$ cat config.mk
export PLATFORM = sky130hd
export DESIGN_NAME = srs_guard
export DESIGN_NICKNAME = d
export VERILOG_FILES = /design/src/rtl/srs_pkg.sv /design/src/rtl/srs_lifo.sv /design/src/rtl/srs_retchk.sv /design/src/rtl/srs_guard.sv
export SDC_FILE = /design/constraint.sdc
export NUM_CORES = 1
export LEC_CHECK = 0
export BUFFER_PORTS_ARGS = -buffer_cell sky130_fd_sc_hd__buf_2
export CORE_UTILIZATION = 45
export DETAILED_ROUTE_END_ITERATION = 8
export PLACE_DENSITY_LB_ADDON = 0.2
export RECOVER_POWER = 50
export SYNTH_ARGS = -nofsm -noshare
export SYNTH_HDL_FRONTEND = slang
export SYNTH_SLANG_ARGS = --single-unit
$ cat constraint.sdc
create_clock -name clk -period 3.1 [get_ports clk]
set_input_delay 0.155 -clock clk [delete_from_list [all_inputs] [get_ports clk]]
set_output_delay 0.155 -clock clk [all_outputs]
set_load 0.005 [all_outputs]
$ cat src/rtl/srs_pkg.sv
package srs_pkg;
  typedef enum logic {
    RC_IDLE = 1'b0,
    RC_WAIT = 1'b1
  } rc_state_e;
endpackage

$ cat src/rtl/srs_lifo.sv
module srs_lifo #(
  parameter int DEPTH = 8,
  parameter int AW    = 32,
  localparam int CW   = $clog2(DEPTH + 1)
) (
  input  logic                      clk,
  input  logic                      rst_n,
  input  logic                      load,
  input  logic [DEPTH-1:0][AW-1:0]  ld_ent,
  input  logic [CW-1:0]             ld_cnt,
  input  logic                      push,
  input  logic [AW-1:0]             push_addr,
  input  logic                      pop,
  output logic [DEPTH-1:0][AW-1:0]  ent_q,
  output logic [CW-1:0]             cnt_q,
  output logic                      drop
);
  localparam logic [CW-1:0] FULL = CW'(DEPTH);

  logic [DEPTH-1:0][AW-1:0] base_ent, ent_d;
  logic [CW-1:0]            base_cnt, cnt_d;
  logic                     upd;

  // load happens first; push and pop of the same cycle apply on top of it
  always_comb begin
    base_ent = load ? ld_ent : ent_q;
    base_cnt = load ? ld_cnt : cnt_q;
    ent_d    = base_ent;
    cnt_d    = base_cnt;
    drop     = 1'b0;
    if (push && pop) begin
      ent_d[0] = push_addr;
      if (base_cnt == '0) cnt_d = CW'(1);
    end else if (push) begin
      for (int i = 1; i < DEPTH; i++) ent_d[i] = base_ent[i-1];
      ent_d[0] = push_addr;
      if (base_cnt == FULL) drop = 1'b1;
      else                  cnt_d = base_cnt + CW'(1);
    end else if (pop && (base_cnt != '0)) begin
      for (int i = 0; i < DEPTH - 1; i++) ent_d[i] = base_ent[i+1];
      ent_d[DEPTH-1] = '0;
      cnt_d = base_cnt - CW'(1);
    end
  end

  assign upd = load | push | pop;

  always_ff @(posedge clk or negedge rst_n) begin
    if (!rst_n) begin
      ent_q <= '0;
      cnt_q <= '0;
    end else if (upd) begin
      ent_q <= ent_d;
      cnt_q <= cnt_d;
    end
  end
endmodule

$ cat src/rtl/srs_retchk.sv
module srs_retchk
  import srs_pkg::*;
#(
  parameter int AW = 32
) (
  input  logic          clk,
  input  logic          rst_n,
  input  logic          ret_chk,
  input  logic          tgt_vld,
  input  logic [AW-1:0] tgt_addr,
  input  logic          flush,
  input  logic [AW-1:0] top_addr,
  input  logic          top_ok,
  output logic          waiting,
  output logic          cmp,
  output logic          res_vld,
  output logic          res_bad
);
  rc_state_e st_q, st_d;
  logic      bad_d;

  assign waiting = (st_q == RC_WAIT);
  assign cmp     = waiting & tgt_vld & ~flush;
  assign bad_d   = ~top_ok | (tgt_addr != top_addr);

  always_comb begin
    st_d = st_q;
    if (flush)        st_d = RC_IDLE;
    else if (ret_chk) st_d = RC_WAIT;
    else if (cmp)     st_d = RC_IDLE;
  end

  always_ff @(posedge clk or negedge rst_n) begin
    if (!rst_n) begin
      st_q    <= RC_IDLE;
      res_vld <= 1'b0;
      res_bad <= 1'b0;
    end else begin
      st_q    <= st_d;
      res_vld <= cmp;
      res_bad <= cmp & bad_d;
    end
  end
endmodule

$ cat src/rtl/srs_guard.sv
module srs_guard #(
  parameter int DEPTH = 8,
  parameter int AW    = 32,
  localparam int CW   = $clog2(DEPTH + 1)
) (
  input  logic          clk,
  input  logic          rst_n,
  input  logic          chk_call_vld,
  input  logic [AW-1:0] chk_call_addr,
  input  logic          chk_ret_vld,
  input  logic          exe_tgt_vld,
  input  logic [AW-1:0] exe_tgt_addr,
  input  logic          cmt_call_vld,
  input  logic [AW-1:0] cmt_call_addr,
  input  logic          cmt_ret_vld,
  input  logic          misspec,
  output logic          res_vld,
  output logic          res_bad,
  output logic          ovf_flag
);
  logic [DEPTH-1:0][AW-1:0] shd_ent_q, real_ent_q;
  logic [CW-1:0]            shd_cnt_q, real_cnt_q;
  logic                     shd_drop, real_drop;
  logic                     shd_push, shd_pop, cmp, waiting;
  logic [AW-1:0]            shd_push_addr;
  logic                     ovf_d;

  // on a flush the shadow replays this cycle's commit on top of the copy
  assign shd_push      = misspec ? cmt_call_vld  : chk_call_vld;
  assign shd_push_addr = misspec ? cmt_call_addr : chk_call_addr;
  assign shd_pop       = misspec ? cmt_ret_vld   : cmp;

  srs_lifo #(.DEPTH(DEPTH), .AW(AW)) u_shadow (
    .clk       (clk),
    .rst_n     (rst_n),
    .load      (misspec),
    .ld_ent    (real_ent_q),
    .ld_cnt    (real_cnt_q),
    .push      (shd_push),
    .push_addr (shd_push_addr),
    .pop       (shd_pop),
    .ent_q     (shd_ent_q),
    .cnt_q     (shd_cnt_q),
    .drop      (shd_drop)
  );

  srs_lifo #(.DEPTH(DEPTH), .AW(AW)) u_real (
    .clk       (clk),
    .rst_n     (rst_n),
    .load      (1'b0),
    .ld_ent    ('0),
    .ld_cnt    ('0),
    .push      (cmt_call_vld),
    .push_addr (cmt_call_addr),
    .pop       (cmt_ret_vld),
    .ent_q     (real_ent_q),
    .cnt_q     (real_cnt_q),
    .drop      (real_drop)
  );

  srs_retchk #(.AW(AW)) u_retchk (
    .clk      (clk),
    .rst_n    (rst_n),
    .ret_chk  (chk_ret_vld),
    .tgt_vld  (exe_tgt_vld),
    .tgt_addr (exe_tgt_addr),
    .flush    (misspec),
    .top_addr (shd_ent_q[0]),
    .top_ok   (shd_cnt_q != '0),
    .waiting  (waiting),
    .cmp      (cmp),
    .res_vld  (res_vld),
    .res_bad  (res_bad)
  );

  assign ovf_d = ovf_flag | shd_drop | real_drop;

  always_ff @(posedge clk or negedge rst_n) begin
    if (!rst_n) ovf_flag <= 1'b0;
    else        ovf_flag <= ovf_d;
  end
endmodule

---- Yosys cells after proc, flatten, opt, wreduce, memory -nomap -nowiden ----
Index checks and enable logic that the tools add are counted.
W data, S select, Z words.
storage, ports and cells
  register bits ........................... 524
  input port bits ......................... 104
  output and inout port bits .............. 3
  word-level logic and storage cells ...... 89
cells by class
  $add $sub $neg .......................... 4
  eq/ne operators ......................... 5
  muxes and demuxes ....................... 31
  bitwise logic cells ..................... 12
  reduce and logical (&&, ||, !) cells .... 15
operator list
  cell                   number
  $mux W256              5
  $mux W224              1
  $mux W32               3
  $mux W4                11
  $ne A32 B32 Y1         1
  $reduce_bool A4 Y1     3
  $mux W1                11
  $add A4 B1 Y4 const B  2
  $eq A4 B4 Y1 const B   2
  $logic_not A4 Y1       2
  $sub A4 B1 Y4 const B  2
  $or A1 B1 Y1           6
  $reduce_bool A3 Y1     2
  $logic_and A1 B1 Y1    4
  $reduce_and A4 Y1      1
  $and A1 B1 Y1          3
  $ne A3 B2 Y1 const B   1
  $not A1 Y1             3
  $reduce_and A3 Y1      1
  $ne A2 B2 Y1 const B   1
  $reduce_and A2 Y1      1
  $reduce_bool A2 Y1     1

---- Depth between registers and ports, before layout ----
  word-level depth ........................ 7
  gate-level depth with buffers ........... 12

---- Cells and area by module ----
Synthesis repeated with hierarchy kept, for this count alone.
second synthesis, totals
  cell total of the unflattened synthesis .. 3,878
  area total of the unflattened synthesis .. 34,956.0 sq um
by module, submodules not included
  module      times used  cells each  area each (sq um)
  srs_lifo    2           1,892       16,948.8
  srs_guard   1           42          609.3
  srs_retchk  1           52          449.2

---- Least setup slack after synthesis ----
No wires, ideal clock.
  kind .................................... register to register
  from .................................... reg u_real.cnt_q[1]
  to ...................................... reg u_shadow.ent_q[112] (netlist bit)
  library setup time ...................... 0.077 ns
  arrival time ............................ 2.232 ns
  data required time ...................... 3.023 ns
  path slack .............................. 0.790 ns
  stages on the path, launching flop included .. 12
  path buffers ............................ 4
  cells stage by stage .................... dfrtp_1 > buf_2 > a21oi_1 > ha_1 > nor3b_1 > o22ai_1 > and2_1 > buf_6 > buf_2 > buf_2 > a22o_1 > a21oi_1
between the ends
  cells in the longest elaborated chain, start to end .. 6
ends and longest elaborated chain
  item                    RTL line        text
  start, declared         srs_lifo.sv:15  output logic [CW-1:0] cnt_q,
  start signal, assigned  srs_lifo.sv:54  cnt_q <= cnt_d;
  $mux W4                 srs_lifo.sv:27  base_cnt = load ? ld_cnt : cnt_q;
  $reduce_bool A4 Y1      srs_lifo.sv:39  end else if (pop && (base_cnt != '0)) begin
  $logic_and A1 B1 Y1     srs_lifo.sv:39
  $mux W256               srs_lifo.sv:39
  $mux W256               srs_lifo.sv:34  end else if (push) begin
  $mux W224               srs_lifo.sv:31  if (push && pop) begin
  end signal, assigned    srs_lifo.sv:53  ent_q <= ent_d;
  end, declared           srs_lifo.sv:14  output logic [DEPTH-1:0][AW-1:0] ent_q,
No other way between the ends.
A chain may end at the register's enable or synchronous reset.

---- Worst setup path after layout ----
  from .................................... reg u_shadow.cnt_q[1]
  to ...................................... reg u_shadow.ent_q[190] (netlist bit)
between the ends
  cells in the longest elaborated chain, start to end .. 6
ends and longest elaborated chain
  item                    RTL line
  start, declared         srs_lifo.sv:15
  start signal, assigned  srs_lifo.sv:54
  $mux W4                 srs_lifo.sv:27
  $reduce_bool A4 Y1      srs_lifo.sv:39
  $logic_and A1 B1 Y1     srs_lifo.sv:39
  $mux W256               srs_lifo.sv:39
  $mux W256               srs_lifo.sv:34
  $mux W224               srs_lifo.sv:31
No other way between the ends.

==> flow_summary.yaml <==
status:
  status: "finished, violations left"
  failed_checks: "max-capacitance violations, max-slew violations"
grt:
  antenna_found_initial: 2
  grt_max_degree: 113
  grt_usage_pct: 23.1
  grt-ovfl-total: 0
  grt_pass1_vias: 19700
  grt_pass1_wl_mm: 110
route:
  vias: 19700
  highest_layer: "met4"
  m1WireLength_mm: 32.7
  initialDrtViolationCount: 1306
  wl_met2_mm: 29.9
  via_per_inst: 5.89
  wirelength_mm: 68.3
  drt_pre_antenna_iters: 7
  dr_wl_met3_mm: 3.81
  drcViolationCount: 0
  wire_per_inst_um: 20.4
  drtAntennaViolNets: 0
cells_and_area:
  final_core_util_pct: 52.4
  multi_input_area_um2: 12200
  num_antenna_cells: 0
  final_cell_mix: "dfrtp_1 (524), mux2i_1 (483), a21oi_1 (360)"
  layout_commonest_cell: "dfrtp_1"
  drive_above_1_share_pct: 10.8
  area_growth_pct: 15.1
  regArea_um2: 13100
  stdcell_count: 3347
  nets: 2650
  nFillCells: 5078
min_path:
  hp-class: "in -> reg"
synth:
  netlist.top_cell.by_area: "dfrtp_1"
  synthTopCellsByArea: "dfrtp_1 (50%), mux2i_1 (18%), a21oi_1 (6.9%)"
  synth_edf_count: 0
  synthArstFlopShare_pct: 100
  yosysWarningCount: 0
  synth_seq_cells: 524
  synth.net_count: 2555
  ys_types: 52
  syn_inst: 2446
  ys.flop_type: "dfrtp_1"
  synth_area_um2: 26300
  seq_area_frac_synth_pct: 49.9
  synth_top_area_share_pct: 49.9
  synth.avg_cell_area_um2: 10.7
placement:
  port_buffers: 106
  hpwlAfterDp_mm: 40.7
  dp_cells: 3157
  gp_congestion: 0.821
floorplan:
  core_um2: 57700
  die_w_um: 244
  pin_count: 107
  initial_core_util_pct: 45.5
  row_count: 88
  die_area_um2: 59400
  die_h_um: 244
clock_tree:
  clk_pin_slew_ns: 0.06
  cts_made_buffers: 56
  clkLatencyLatePin_ns: 0.60
  clock_tree.root_cell: "clkbuf_16"
  cts_max_path_buffers: 3
  cts_sinks: 524
  cts_tree: "yes"
  ctsResizeCount: 0
  htreeDepth: 2
power:
  swShare_pct: 34.5
  power_frac_seq_pct: 45.8
  clkPwrFrac_pct: 26.2
  comb_power_share_pct: 28.0
  p_leak_nw: 13.1
  power_mw: 25.5
  powerDensity_nw_per_um2: 844
  switchingPower_mw: 8.82
  internal-power_mw: 16.7
  ir_drop_mv: 0.497
sta:
  setup_tns_ns: 0
  final_max_slew_viol_count: 90
  setup_viol: 0
  hold_violations: 0
  maxSlewHeadroom_pct: -66.1
  max_freq_ghz: 0.369
  grt_setup_unrepaired: "false"
  finalClockSkew_ns: 0.0104
  fin_crit_ns: 2.71
  fin_crit_sh_pct: 87.4
  tightest_slew_ns: 2.49
setup_path:
  crit_required_ns: 3.57
  criticalPathCategory: "reg -> reg"
  critPathCaptureType: "flip-flop"
  cp_max_fo: 51
  worstSetupStartpointType: "flip-flop"
  cp.arrival_ns: 3.18
flow_run:
  drv_cap: 1
through the flow:
step                hold slack, ns  cell area (um^2)  setup WS [ns]
floorplan                   -0.141             26300          0.790
global placement             0.270             27500          0.546
global route                0.0803             30200          0.110
detailed placement           0.272             27500          0.431
CTS                         0.0485             30300          0.430
finish                      0.0850             30200          0.392
synth_stat cells (all sizes together), types with 3 or more instances:
| library cell | n |
|---|---|
| dfrtp | 524 |
| a221oi | 33 |
| xor2 | 6 |
| ha | 4 |
| nor2b | 35 |
| nor3 | 38 |
| nor3b | 4 |
| inv | 6 |
| o22ai | 3 |
| nand2 | 75 |
| clkbuf | 73 |
| mux2i | 483 |
| o21ai | 104 |
| and2 | 34 |
| xnor2 | 32 |
| nand3 | 3 |
| a21oi | 361 |
| nor2 | 198 |
| nor4 | 3 |
| nand4 | 7 |
| o311ai | 32 |
| buf | 138 |
| or3 | 34 |
| a22o | 194 |
layout make-up:
| class | instances | area share, % |
|---|---|---|
| Clock buffer | 83 | 5.60 |
| Inverter | 7 | 0.0869 |
| Sequential cell | 524 | 43.4 |
| Timing Repair Buffer | 248 | 6.99 |
| Clock inverter | 16 | 0.459 |
| Multi-Input combinational cell | 1704 | 40.3 |
| Tap cell | 765 | 3.17 |
logic make-up (layout without fill, tap and decap cells):
group / count (synthesis) / count (layout) / share of synthesized area (%)
xor+xnor: 38 / 38 / 1.27
simple gates: 436 / 436 / 7.71
compound gates: 741 / 741 / 18.5
buf+inv: 218 / 354 / 3.91
fa+ha+maj: 5 / 5 / 0.267
mux: 484 / 484 / 18.4
flops: 524 / 524 / 49.9
power by group through the flow:
| stage | clock network (mW) | registers [mW] | logic, mW |
|---|---|---|---|
| 4_1_cts | 6.84 | 11.6 | 7.17 |
| 3_3_place_gp | 0 | 11.6 | 6.75 |
| 2_1_floorplan | 0 | 10.9 | 5.62 |
| 3_5_place_dp | 0 | 11.7 | 7.07 |
| 5_1_grt | 7.11 | 12.0 | 8.05 |
| 6_report | 6.68 | 11.7 | 7.16 |
critical path, cell delays in order, from the launching register on:
cell and delay (ns):
dfrtp_1 0.40, nor2b_1 0.15, a21oi_1 0.19, ha_1 0.28, nor3b_1 0.34, o22ai_4 0.12, and2_4 0.20, nor2_4 0.15
buf_12 0.30, buf_4 0.31, a21oi_1 0.10
final timing paths:
| path | startpoint | endpoint | slack, ns | cells past startpoint |
|---|---|---|---|---|
| max | u_shadow.cnt_q[1] | u_shadow.ent_q[190] | 0.39 | 10 |
| min | cmt_call_vld | u_real.ent_q[17] | 0.09 | 3 |
| max reg2reg | u_shadow.cnt_q[1] | u_shadow.ent_q[190] | 0.39 | 10 |
| min reg2reg | u_real.ent_q[7] | u_real.ent_q[7] | 0.50 | 2 |
| max in group asynchronous | rst_n | u_shadow.ent_q[26] | 0.62 | 3 |
| min in group asynchronous | rst_n | u_real.ent_q[184] | 0.86 | 2 |
layer usage:
| metal | global-route usage [%] | vias up |
|---|---|---|
| met1 | 34.0 | 9924 |
| met2 | 34.4 | 504 |
| met3 | 4.27 | 100 |
| met5 | 0 | - |
| met4 | 7.28 | 0 |
| li1 | - | 9171 |
registers in the layout, summed over array words and instances (netlist names):
| signal | cells |
|---|---|
| u_real.ent_q | 256 |
| u_shadow.ent_q | 256 |
| u_real.cnt_q | 4 |
| u_shadow.cnt_q | 4 |
| ovf_flag | 1 |
| u_retchk.res_bad | 1 |
| u_retchk.res_vld | 1 |
| u_retchk.waiting | 1 |
repair_timing:
item / CTS / global route
buffers inserted: 0 / 0
hold endpoints to repair: 150 / 0
hold buffers: 91 / 0
Note: power is estimated with default switching activity, not from simulation.
